[src/rtl/tach_pkg.sv]
package tach_pkg;
  localparam int DEB_SEL_W = 2;
  localparam int EDGE_SEL_W = 2;
  localparam int EXP_W = 4;

  typedef enum logic [EDGE_SEL_W-1:0] {
    EDGE_FALL     = 2'd0,
    EDGE_RISE     = 2'd1,
    EDGE_BOTH     = 2'd2,
    EDGE_BOTH_ALT = 2'd3
  } edge_mode_e;
endpackage

[src/rtl/tach_input_filter.sv]
module tach_input_filter
  import tach_pkg::*;
#(
  parameter int SYNC_STAGES = 2
) (
  input  logic                 clk,
  input  logic                 rst,
  input  logic                 pin_i,
  input  logic [DEB_SEL_W-1:0] depth_code_i,
  output logic                 sync_o,
  output logic                 filt_o
);
  localparam logic [DEB_SEL_W-1:0] CODE_TOP = '1;

  logic [SYNC_STAGES-1:0] sync_q;
  logic [DEB_SEL_W-1:0]   run_q;
  logic [DEB_SEL_W-1:0]   need;
  logic                   filt_q;

  always_ff @(posedge clk) begin
    if (rst) sync_q <= '0;
    else     sync_q <= {sync_q[SYNC_STAGES-2:0], pin_i};
  end

  assign sync_o = sync_q[SYNC_STAGES-1];
  // reversed encoding: largest code gives the shortest filter
  assign need = CODE_TOP - depth_code_i;

  always_ff @(posedge clk) begin
    if (rst) begin
      filt_q <= 1'b0;
      run_q  <= '0;
    end else if (sync_o != filt_q) begin
      if (run_q == need) begin
        filt_q <= sync_o;
        run_q  <= '0;
      end else begin
        run_q <= run_q + 1'b1;
      end
    end else begin
      run_q <= '0;
    end
  end

  assign filt_o = filt_q;
endmodule

[src/rtl/tach_edge_pick.sv]
module tach_edge_pick
  import tach_pkg::*;
(
  input  logic                  clk,
  input  logic                  rst,
  input  logic                  level_i,
  input  logic [EDGE_SEL_W-1:0] mode_i,
  output logic                  hit_o
);
  logic prev_q;
  logic rise, fall;

  always_ff @(posedge clk) begin
    if (rst) prev_q <= 1'b0;
    else     prev_q <= level_i;
  end

  assign rise = level_i & ~prev_q;
  assign fall = ~level_i & prev_q;

  always_comb begin
    case (edge_mode_e'(mode_i))
      EDGE_FALL: hit_o = fall;
      EDGE_RISE: hit_o = rise;
      default:   hit_o = rise | fall;
    endcase
  end
endmodule

[src/rtl/tach_prescaler.sv]
module tach_prescaler
  import tach_pkg::*;
#(
  parameter int MAX_EXP = 11
) (
  input  logic             clk,
  input  logic             rst,
  input  logic             restart_i,
  input  logic [EXP_W-1:0] exp_i,
  output logic             tick_o
);
  localparam int PRE_W = 2 * MAX_EXP;
  localparam logic [EXP_W-1:0] EXP_CAP = EXP_W'(MAX_EXP);

  logic [PRE_W-1:0] pre_q;
  logic [PRE_W-1:0] limit;
  logic [EXP_W-1:0] exp_c;

  always_comb begin
    exp_c = (exp_i > EXP_CAP) ? EXP_CAP : exp_i;
    limit = (PRE_W'(1) << {exp_c, 1'b0}) - PRE_W'(1);
  end

  assign tick_o = (pre_q == limit);

  always_ff @(posedge clk) begin
    if (rst || restart_i || tick_o) pre_q <= '0;
    else                            pre_q <= pre_q + 1'b1;
  end
endmodule

[src/rtl/tach_period_core.sv]
module tach_period_core #(
  parameter int CNT_W = 20
) (
  input  logic             clk,
  input  logic             rst,
  input  logic             enable_i,
  input  logic             edge_i,
  input  logic             tick_i,
  input  logic [CNT_W-1:0] limit_i,
  input  logic             irq_en_i,
  input  logic             invert_i,
  input  logic             clear_i,
  output logic [CNT_W-1:0] meas_o,
  output logic             full_o,
  output logic             upd_o,
  output logic             irq_o
);
  localparam logic [CNT_W-1:0] CNT_TOP = '1;

  logic [CNT_W-1:0] run_q;
  logic             armed_q;
  logic             beyond;

  assign beyond = invert_i ? (run_q < limit_i) : (run_q > limit_i);

  always_ff @(posedge clk) begin
    if (rst) begin
      run_q   <= '0;
      armed_q <= 1'b0;
      meas_o  <= '0;
      full_o  <= 1'b0;
      upd_o   <= 1'b0;
      irq_o   <= 1'b0;
    end else begin
      upd_o <= 1'b0;
      if (clear_i) irq_o <= 1'b0;
      if (!enable_i) begin
        run_q   <= '0;
        armed_q <= 1'b0;
        full_o  <= 1'b0;
      end else if (edge_i) begin
        run_q <= '0;
        if (!armed_q) begin
          armed_q <= 1'b1;
        end else begin
          meas_o <= run_q;
          upd_o  <= 1'b1;
          full_o <= 1'b1;
          if (irq_en_i && beyond) irq_o <= 1'b1;
        end
      end else if (tick_i && run_q != CNT_TOP) begin
        run_q <= run_q + 1'b1;
      end
    end
  end
endmodule

[src/rtl/fan_tach_meter.sv]
module fan_tach_meter
  import tach_pkg::*;
#(
  parameter int CNT_W       = 20,
  parameter int MAX_EXP     = 11,
  parameter int SYNC_STAGES = 2
) (
  input  logic                  clk,
  input  logic                  rst,
  input  logic                  tach_in,
  input  logic                  enable,
  input  logic [DEB_SEL_W-1:0]  deb_sel,
  input  logic [EDGE_SEL_W-1:0] edge_sel,
  input  logic [EXP_W-1:0]      div_exp,
  input  logic [CNT_W-1:0]      threshold,
  input  logic                  irq_en,
  input  logic                  limit_invert,
  input  logic                  irq_clear,
  output logic                  raw_level,
  output logic                  deb_level,
  output logic [CNT_W-1:0]      meas_count,
  output logic                  meas_full,
  output logic                  meas_update,
  output logic                  irq_status
);
  logic picked;
  logic tick;

  tach_input_filter #(.SYNC_STAGES(SYNC_STAGES)) filt_i (
    .clk(clk), .rst(rst), .pin_i(tach_in), .depth_code_i(deb_sel),
    .sync_o(raw_level), .filt_o(deb_level)
  );

  tach_edge_pick edge_i (
    .clk(clk), .rst(rst), .level_i(deb_level), .mode_i(edge_sel), .hit_o(picked)
  );

  tach_prescaler #(.MAX_EXP(MAX_EXP)) pre_i (
    .clk(clk), .rst(rst), .restart_i(picked | ~enable), .exp_i(div_exp), .tick_o(tick)
  );

  tach_period_core #(.CNT_W(CNT_W)) core_i (
    .clk(clk), .rst(rst), .enable_i(enable), .edge_i(picked), .tick_i(tick),
    .limit_i(threshold), .irq_en_i(irq_en), .invert_i(limit_invert), .clear_i(irq_clear),
    .meas_o(meas_count), .full_o(meas_full), .upd_o(meas_update), .irq_o(irq_status)
  );
endmodule

[config.mk]
export PLATFORM = sky130hd
export DESIGN_NAME = fan_tach_meter
export DESIGN_NICKNAME = d
export VERILOG_FILES = /design/src/rtl/tach_pkg.sv /design/src/rtl/tach_input_filter.sv /design/src/rtl/tach_edge_pick.sv /design/src/rtl/tach_prescaler.sv /design/src/rtl/tach_period_core.sv /design/src/rtl/fan_tach_meter.sv
export SDC_FILE = /design/constraint.sdc
export NUM_CORES = 1
export LEC_CHECK = 0
export ABC_CLOCK_PERIOD_IN_PS = 11250
export BUFFER_PORTS_ARGS = -buffer_cell sky130_fd_sc_hd__buf_2
export CAP_MARGIN = 20
export CORE_MARGIN = 2
export CORE_UTILIZATION = 30
export DETAILED_ROUTE_END_ITERATION = 7
export HOLD_SLACK_MARGIN = 0.12
export PLACE_DENSITY = 0.45
export SLEW_MARGIN = 30
export SYNTH_ARGS = -nofsm -noshare
export SYNTH_HDL_FRONTEND = slang
export SYNTH_SLANG_ARGS = --single-unit
[constraint.sdc]
create_clock -name clk -period 11.25 [get_ports clk]
set_clock_uncertainty 0.2 [all_clocks]
set_input_delay 2.8125 -clock clk [delete_from_list [all_inputs] [get_ports clk]]
set_output_delay 2.8125 -clock clk [all_outputs]
set_load 0.01 [all_outputs]
==> results of run 1 <==
## Yosys cell counts, types with 2 or more instances
cell type   n
o21ai_0    11
a21o_1      6
buf_6       5
or4_1       7
nor2b_1     5
nor2_1     46
mux2i_1     8
nand4_1    13
nor3_1      4
nor4_1      2
or2_2       2
dfxtp_1    72
and4_1      4
inv_1      27
or3_1       7
nand2_1    71
clkbuf_1   10
o31ai_1     4
a221oi_1    2
a21oi_1    36
and3_1     11
a211oi_1    2
or3_2       3
nand3_1    18
o211ai_1    4
xor2_1     18
ha_1       25
buf_2       2
nand3b_1    3
and2_1      4
o2111ai_1   2
xnor2_1    19
nor4b_1     3
and2_2      2
o21a_1      3
nand2b_1    4
## how the worst max path moves through the flow
| stage | endpoint | cells past startpoint | slack (ps) |
|---|---|---|---|
| after floorplan | core_i.run_q[13]$_SDFFE_PP0P_ | 10 | 5400 |
| after global placement | core_i.run_q[13]$_SDFFE_PP0P_ | 10 | 4830 |
| after detailed placement | core_i.run_q[13]$_SDFFE_PP0P_ | 10 | 4750 |
| after CTS | core_i.run_q[13]$_SDFFE_PP0P_ | 10 | 5110 |
| after global routing | pre_i.pre_q[5]$_SDFF_PP0_ | 10 | 4830 |
| final | core_i.run_q[13]$_SDFFE_PP0P_ | 10 | 5110 |
## registers in the layout, summed over array words and instances, names as in the netlist
signal / cells
filt_i.run_q: 2
core_i.full_o: 1
core_i.armed_q: 1
core_i.irq_o: 1
core_i.run_q: 20
core_i.meas_o: 20
filt_i.filt_o: 1
filt_i.sync_q: 2
edge_i.prev_q: 1
core_i.upd_o: 1
pre_i.pre_q: 22
## logic make-up after synthesis
group                    Yosys count
AO/OA/AOI/OAI                     84
AND/OR/NAND/NOR                  224
buffers and inverters             49
adder cells (fa/ha/maj)           25
XOR/XNOR                          37
multiplexers                       8
flip-flops                        72
## layout make-up
type                    instances  area (sq um)  area share (%)
multi-input cells             378          2460            50.7
clock buffers                  10           239            4.92
repair buffers                 59           295            6.08
well taps                     180           225            4.63
inverters                      27           101            2.09
clock inverters                 6          92.6            1.91
flip-flops and latches         72          1440            29.7
## layout by cell type (no fill, tap or decap), types with 5 or more instances in the layout
master and instances:
or3_1 7, nand3_1 18, mux2i_1 8, or4_1 7, inv_1 27, and3_1 11
o21ai_0 11, nand2_1 71, nor2_1 46, nand4_1 13, nor2b_1 5, clkbuf_16 9
dfxtp_1 72, xnor2_1 19, ha_1 25, a21oi_1 36, xor2_1 18, a21o_1 6
buf_2 59
## report_power, final
| group | switching, mW | total, mW | internal [mW] |
|---|---|---|---|
| logic | 0.0214 | 0.0364 | 0.0150 |
| registers | 0.000836 | 0.257 | 0.256 |
| clock network | 0.116 | 0.317 | 0.201 |
## worst max-delay path: stages
cell,delay [ps]
buf_2,210
or4_2,730
ha_1,320
xor2_1,190
a311oi_1,320
nand4bb_1,200
nor4_4,270
nand4b_2,410
or4_1,610
a21oi_1,140
## per-layer routing
metal / part of all wire, % / GRT usage, % / vias to the layer above / wire length (um)
li1: - / - / 1850 / -
met1: 47 / 17.6 / 1627 / 4910
met2: 48 / 25.6 / 61 / 4980
met3: 4.0 / 4.21 / 10 / 422
met4: 1.6 / 4.96 / 0 / 167
met5: 0 / 0 / - / 0
## through the flow
step	total power [mW]	std cells	utilization [%]
2_1_floorplan	0.290	499	-
3_3_place_gp	0.298	716	33.0
3_5_place_dp	0.299	716	33.0
4_1_cts	0.619	732	35.4
5_1_grt	0.634	732	35.4
6_report	0.610	732	35.4
==> results.sh, run 1 <==
export IMPL_status="finished clean"
export IMPL_h_tree_depth=3
export IMPL_start_util_pct=30.4
export IMPL_async_flop_share_pct=0
export IMPL_cts_hold_buf=0
export IMPL_yosysTopAreaCell="dfxtp_1"
export IMPL_syn_area_sq_um=4170
export IMPL_synthCells=499
export IMPL_numCtsBuffers=9
export IMPL_hold_path_class="reg -> reg"
export IMPL_synth_compound_area_share_pct=13.2
export IMPL_fp_row_count=43
export IMPL_ant_nets=0
export IMPL_setup_viol=0
export IMPL_yosysSeqAreaShare_pct=34.6
export IMPL_worst_r2r_startpoint="pre_i.pre_q[13]$_SDFF_PP0_"
export IMPL_rsz0062_at_grt="false"
export IMPL_max_clock_freq_ghz=0.163
export IMPL_ys_ff_latch=72
export IMPL_start_kind="input port"
export IMPL_synth_fa_ha_area_share_pct=7.50
export IMPL_avgViaCountPerCell=4.85
export IMPL_first_pass_iters=4
export IMPL_fin_area_sq_um=4860
export IMPL_whs_ps=243
export IMPL_fill_cells=1431
export IMPL_cts_resized=0
export IMPL_drive_gt1_share_pct=17.6
export IMPL_area_growth_synth_to_final_pct=16.5
export IMPL_postLayoutSetupSlackWorst_ps=5110
export IMPL_p_leak_nw=1.95
export IMPL_setup_tns_final_ps=0
export IMPL_clock_sinks=72
export IMPL_n_antenna_cell=0
export IMPL_synth_area_leaders="dfxtp_1 (35%), ha_1 (7.5%), nand2_1 (6.4%), a21oi_1 (4.3%), nor2_1 (4.1%)"
export IMPL_placed_area_sq_um=4530
export IMPL_dp_hpwl_um=7800
export IMPL_pin_count=60
export IMPL_via_count=3548
export IMPL_r2r_slack_ps=8370
export IMPL_wl_um=10500
export IMPL_final_nets=607
export IMPL_yosys_area_top_type_share_pct=34.6
export IMPL_synthDistinctLibCells=70
export IMPL_path_class="in -> reg"
export IMPL_clock_path_buffers=2
export IMPL_synth_xor_area_share_pct=7.77
export IMPL_place_port_buffers=59
export IMPL_critPathLaunch="div_exp[2]"
export IMPL_grt_remaining_overflow=0
export IMPL_ys_flop_type="dfxtp_1"
export IMPL_synthMuxAreaShare_pct=1.92
export IMPL_clkLatencyLatePin_ps=340
export IMPL_holdPathStages=1
export IMPL_drt_iter0_drc=175
export IMPL_period_needed_ps=6140
export IMPL_antenna_found_initial=0
export IMPL_p_per_area_nw_per_um2=126
export IMPL_timing_rr_end="pre_i.pre_q[8]$_SDFF_PP0_"
export IMPL_die_area_sq_um=14900
export IMPL_cts_tree="yes"
export IMPL_dp_slack_ps=4750
export IMPL_place_gp_congestion=0.815
export IMPL_ys_warn_count=0
export IMPL_clk_pin_slew_worst_paths_ps=60
export IMPL_synthSimpleGateAreaFrac_pct=28.7
export IMPL_hp_start="filt_i.sync_q[0]$_SDFF_PP0_"
export IMPL_die_h_um=122
export IMPL_track_usage_pct=14.8
export IMPL_worst_pin_slew_ps=835
export IMPL_cap_violations=0
export IMPL_grt_first_pass_wirelength_um=16900
export IMPL_avgSynthCellArea_sq_um=8.36
export IMPL_fin_crit_sh_pct=54.6
export IMPL_maxSlewViolCount=0
export IMPL_timing_hold_violations_final=0
export IMPL_synth_top_family_by_area="simple AND/OR/NAND/NOR gates"
export IMPL_reg2reg_depth=6
export IMPL_root_buffer="clkbuf_16"
export IMPL_endpoint_kind="flop"
export IMPL_grt_pass1_vias=3375
export IMPL_cts_setup_buffers=0
export IMPL_grt_max_degree=29
export IMPL_wl_per_cell_um=14.3
export IMPL_relSlewSlack_pct=44.2
export IMPL_arrival_ps=6210
export IMPL_die_w_um=122
export IMPL_core_area_sq_um=13700
export IMPL_synth_edf_count=0
export IMPL_drc=0
export IMPL_min_to="filt_i.sync_q[1]$_SDFF_PP0_"
export IMPL_path_max_fanout=20
export IMPL_cp_data_required_time_ps=11330
export IMPL_syn_nets=559
export IMPL_ir_drop_mv=0.0605
Note: power is estimated with default switching activity, not from simulation.
==> inputs of run 2 (changes only) <==
ABC_CLOCK_PERIOD_IN_PS = 4900   (was 11250)
PLACE_DENSITY = 0.47   (was 0.45)
clock period = 4.9 ns   (was 11.25 ns; I/O delays follow)
==> results.sh, run 2 (synthesized netlist as in run 1, its figures left out) <==
export IMPL_status="finished clean"
export IMPL_placed_area_sq_um=4570
export IMPL_cts_hold_buf=0
export IMPL_cap_violations=0
export IMPL_final_util_pct=35.7
export IMPL_root_buffer="clkbuf_16"
export IMPL_drt_iter0_drc=159
export IMPL_largest_reg_flops=22
export IMPL_place_port_buffers=59
export IMPL_hp_start="filt_i.sync_q[0]$_SDFF_PP0_"
export IMPL_setup_tns_final_ps=0
export IMPL_worst_r2r_startpoint="core_i.run_q[3]$_SDFFE_PP0P_"
export IMPL_avgViaCountPerCell=4.95
export IMPL_grt_remaining_overflow=0
export IMPL_r2r_slack_ps=1970
export IMPL_die_h_um=122
export IMPL_place_gp_congestion=0.839
export IMPL_drive_gt1_share_pct=18.1
export IMPL_antenna_found_initial=0
export IMPL_ant_nets=0
export IMPL_pin_count=60
export IMPL_n_antenna_cell=0
export IMPL_setup_viol=0
export IMPL_dp_cells=722
export IMPL_track_usage_pct=14.4
export IMPL_clockPowerShare_pct=51.4
export IMPL_die_w_um=122
export IMPL_dp_slack_ps=192
export IMPL_final_nets=613
export IMPL_path_cells="buf_2, or4_2, ha_1, xor2_1, a311oi_1, nand4bb_1, nor4_4, nand4b_2, or4_1, a21oi_1"
export IMPL_path_buf_inv=1
export IMPL_numCtsBuffers=9
export IMPL_grt_pass1_vias=3486
export IMPL_p_leak_nw=1.98
export IMPL_fill_cells=1434
export IMPL_stdcell_count=738
export IMPL_reg_largest_list="pre_i.pre_q x22, core_i.meas_o x20, core_i.run_q x20"
export IMPL_pwr_share_seq_pct=42.4
export IMPL_die_area_sq_um=14900
export IMPL_cts_resized=0
export IMPL_dp_hpwl_um=7900
export IMPL_clock_path_buffers=2
export IMPL_reg2reg_depth=8
export IMPL_clock_sinks=72
export IMPL_layout_common_cells="dfxtp_1 (72), nand2_1 (71), buf_2 (59), nor2_1 (46), a21oi_1 (36)"
export IMPL_fin_crit_sh_pct=89.3
export IMPL_path_max_fanout=13
export IMPL_hold_path_class="reg -> reg"
export IMPL_min_to="filt_i.sync_q[1]$_SDFF_PP0_"
export IMPL_p_per_area_nw_per_um2=284
export IMPL_switchingPower_uw=304
export IMPL_maxSlewViolCount=0
export IMPL_grt_first_pass_wirelength_um=16700
export IMPL_comb_power_share_pct=6.2
export IMPL_first_pass_iters=4
export IMPL_core_area_sq_um=13700
export IMPL_cp_data_required_time_ps=4970
export IMPL_start_kind="input port"
export IMPL_clkLatencyLatePin_ps=340
export IMPL_crit_family="simple AND/OR/NAND/NOR gates"
export IMPL_relSlewSlack_pct=51.8
export IMPL_start_util_pct=30.4
export IMPL_worst_pin_slew_ps=723
export IMPL_postLayoutSetupSlackWorst_ps=524
export IMPL_cts_setup_buffers=0
export IMPL_wl_per_cell_um=14.0
export IMPL_wl_um=10400
export IMPL_slowest_stage="or4_2"
export IMPL_cts_tree="yes"
export IMPL_timing_hold_violations_final=0
export IMPL_area_growth_synth_to_final_pct=17.4
export IMPL_fin_area_sq_um=4900
export IMPL_final_common_cell="dfxtp_1"
export IMPL_holdPathStages=1
export IMPL_path_class="in -> reg"
export IMPL_via_count=3656
export IMPL_clk_pin_slew_worst_paths_ps=60
export IMPL_max_clock_freq_ghz=0.228
export IMPL_p_int_mw=1.09
export IMPL_timing_rr_end="core_i.run_q[1]$_SDFFE_PP0P_"
export IMPL_arrival_ps=4440
export IMPL_endpoint_kind="flop"
export IMPL_h_tree_depth=3
export IMPL_period_needed_ps=4380
export IMPL_cpPeakStageDelay_ps=670
export IMPL_p_sw_share_pct=21.9
export IMPL_ir_drop_mv=0.138
export IMPL_fp_row_count=43
export IMPL_grt_max_degree=29
export IMPL_drc=0
export IMPL_top_register="pre_i.pre_q"
export IMPL_rsz0062_at_grt="false"
run 2: how the worst max path moves through the flow:
stage	endpoint	depth (start not counted)	slack, ps	startpoint
finish	core_i.run_q[13]$_SDFFE_PP0P_	10	520	div_exp[0]
global route	core_i.run_q[13]$_SDFFE_PP0P_	10	310	div_exp[0]
floorplan	core_i.run_q[13]$_SDFFE_PP0P_	10	640	div_exp[2]
global placement	core_i.run_q[13]$_SDFFE_PP0P_	10	270	div_exp[0]
CTS	core_i.run_q[13]$_SDFFE_PP0P_	10	540	div_exp[0]
detailed placement	core_i.run_q[13]$_SDFFE_PP0P_	10	190	div_exp[0]
run 2: power by group through the flow:
stage	clock (mW)	combinational [mW]	sequential, mW
floorplan	0	0.0629	0.603
global placement	0	0.0845	0.602
detailed placement	0	0.0867	0.603
CTS	0.734	0.0872	0.590
global route	0.757	0.0973	0.590
finish	0.715	0.0861	0.590
run 2: layout make-up:
type	count	area, sq um	share of cell area [%]
clock buffers	12	246	5.03
clock inverters	4	77.6	1.58
inverters	27	101	2.07
multi-input cells	378	2460	50.3
flip-flops and latches	72	1440	29.4
well taps	180	225	4.60
repair buffers	65	340	6.95
run 2: stage by stage:
stage | hold slack (ps) | power [mW]
after floorplan | 214 | 0.665
after global placement | 216 | 0.687
after detailed placement | 230 | 0.689
after CTS | 241 | 1.41
after global routing | 256 | 1.44
final | 237 | 1.39
run 2: worst register-to-register path, stage by stage (launching register included):
cell and delay [ps]:
dfxtp_1 500, and4_1 350, and4_1 290, nand3_1 200
or3_2 580, nand4b_2 280, buf_4 190, mux2i_1 170
nor2_1 50
run 2: per-layer routing:
metal	vias up	track usage (%)	wire, um
met1	1711	16.9	4780
met2	63	25.1	4990
met4	0	5.39	172
met5	-	0	0
met3	11	3.75	429
li1	1871	-	-
==> inputs of run 3 (changes only) <==
CTS_BUF_LIST = sky130_fd_sc_hd__clkbuf_4   (was default)
GPL_TIMING_DRIVEN = 0   (was default)
==> results.sh, run 3 (synthesized netlist as in run 1, its figures left out) <==
export IMPL_status="finished clean"
export IMPL_first_pass_iters=6
export IMPL_drt_iter0_drc=240
export IMPL_path_max_fanout=10
export IMPL_period_needed_ps=4370
export IMPL_clk_pin_slew_worst_paths_ps=130
export IMPL_layout_common_cells="dfxtp_1 (72), nand2_1 (71), buf_2 (59), nor2_1 (46), a21oi_1 (36)"
export IMPL_grt_first_pass_wirelength_um=17200
export IMPL_wl_per_cell_um=14.3
export IMPL_root_buffer="clkbuf_4"
export IMPL_cts_tree="yes"
export IMPL_fin_crit_sh_pct=89.2
export IMPL_h_tree_depth=3
export IMPL_drc=0
export IMPL_antenna_found_initial=0
export IMPL_relSlewSlack_pct=58.0
export IMPL_whs_ps=254
export IMPL_cp_data_required_time_ps=5100
export IMPL_numCtsBuffers=9
export IMPL_drive_gt1_share_pct=18.4
export IMPL_track_usage_pct=15.0
export IMPL_dp_hpwl_um=8230
export IMPL_wl_um=10700
export IMPL_rsz0062_at_grt="false"
export IMPL_reg_largest_list="pre_i.pre_q x22, core_i.meas_o x20, core_i.run_q x20"
export IMPL_max_clock_freq_ghz=0.229
export IMPL_core_area_sq_um=13700
export IMPL_setup_viol=0
export IMPL_ant_nets=0
export IMPL_pin_count=60
export IMPL_avgViaCountPerCell=4.96
export IMPL_clock_sinks=72
export IMPL_die_area_sq_um=14900
export IMPL_die_h_um=122
export IMPL_die_w_um=122
export IMPL_clkLatencyLatePin_ps=460
export IMPL_p_leak_nw=1.94
export IMPL_final_nets=627
export IMPL_start_util_pct=30.4
export IMPL_endpoint_kind="flop"
export IMPL_top_register="pre_i.pre_q"
export IMPL_place_port_buffers=57
export IMPL_via_count=3728
export IMPL_place_gp_congestion=0.826
export IMPL_r2r_slack_ps=1970
export IMPL_clock_path_buffers=2
export IMPL_largest_reg_flops=22
export IMPL_cts_setup_buffers=0
export IMPL_path_class="in -> reg"
export IMPL_ir_drop_mv=0.120
export IMPL_fill_cells=1458
export IMPL_cap_violations=0
export IMPL_area_growth_synth_to_final_pct=15.8
export IMPL_grt_remaining_overflow=0
export IMPL_fp_row_count=43
export IMPL_cts_hold_buf=0
export IMPL_cts_resized=0
export IMPL_hold_path_class="reg -> reg"
export IMPL_final_common_cell="dfxtp_1"
export IMPL_timing_hold_violations_final=0
export IMPL_power_total_mw=1.09
export IMPL_grt_pass1_vias=3524
export IMPL_worst_pin_slew_ps=630
export IMPL_n_antenna_cell=0
export IMPL_p_per_area_nw_per_um2=226
export IMPL_setup_tns_final_ps=0
export IMPL_arrival_ps=4570
export IMPL_grt_max_degree=15
export IMPL_maxSlewViolCount=0
export IMPL_start_kind="input port"
-- run 3: cell count changes in the layout (fill, tap and decap cells not counted) --
cell / previous run / this run
buf_6: 0 / 5
buf_12: 0 / 1
clkbuf_4: 0 / 9
clkbuf_16: 9 / 0
bufinv_16: 2 / 1
buf_4: 6 / 1
clkdlybuf4s18_1: 0 / 1
clkinvlp_4: 0 / 2
clkbuf_1: 2 / 10
dlygate4sd1_1: 0 / 1
inv_6: 0 / 2
-- run 3: path summary, 6_finish.rpt --
check,start,end,depth (start not counted)
max,div_exp[3],core_i.run_q[14]$_SDFFE_PP0P_,12
min,filt_i.sync_q[0]$_SDFF_PP0_,filt_i.sync_q[1]$_SDFF_PP0_,1
max reg2reg,core_i.run_q[3]$_SDFFE_PP0P_,core_i.run_q[1]$_SDFFE_PP0P_,8
min reg2reg,filt_i.sync_q[0]$_SDFF_PP0_,filt_i.sync_q[1]$_SDFF_PP0_,1
-- run 3: layout make-up --
class	count	area [sq um]	share of cell area, %
inverter	27	101	2.10
multi-input combinational	378	2460	51.0
clock buffer	9	67.6	1.40
buffer	22	164	3.39
tap	180	225	4.66
timing repair buffer	57	285	5.91
clock inverter	7	80.1	1.66
sequential	72	1440	29.8
-- run 3: worst max-delay path, stage by stage --
cell,delay (ps)
buf_2,120
or4_2,690
ha_1,220
clkbuf_1,200
xor2_1,200
a311oi_1,330
nand4bb_1,220
nor4_4,310
nand4b_2,320
buf_6,240
or3_1,340
a21oi_1,140
-- run 3: metal layers --
layer	vias to the layer above	share of wire (%)	track usage, %
met4	0	2.6	7.33
met5	-	0	0
li1	1905	-	-
met3	17	4.2	2.95
met1	1736	45	17.9
met2	70	48	25.8
-- run 3: through the flow --
| stage | cell area (sq um) | worst slack (ps) | instances | utilization [%] |
|---|---|---|---|---|
| 2_1_floorplan | 4170 | 640 | 499 | - |
| 3_3_place_gp | 4680 | 97.2 | 736 | 34.1 |
| 3_5_place_dp | 4680 | 79.5 | 736 | 34.1 |
| 4_1_cts | 4830 | 580 | 752 | 35.2 |
| 5_1_grt | 4830 | 348 | 752 | 35.2 |
| 6_report | 4830 | 529 | 752 | 35.2 |
-- run 3: power by group --
| part | switching, mW | internal, mW | total [mW] |
|---|---|---|---|
| registers | 0.00185 | 0.588 | 0.590 |
| clock network | 0.246 | 0.160 | 0.406 |
| logic | 0.0520 | 0.0422 | 0.0942 |
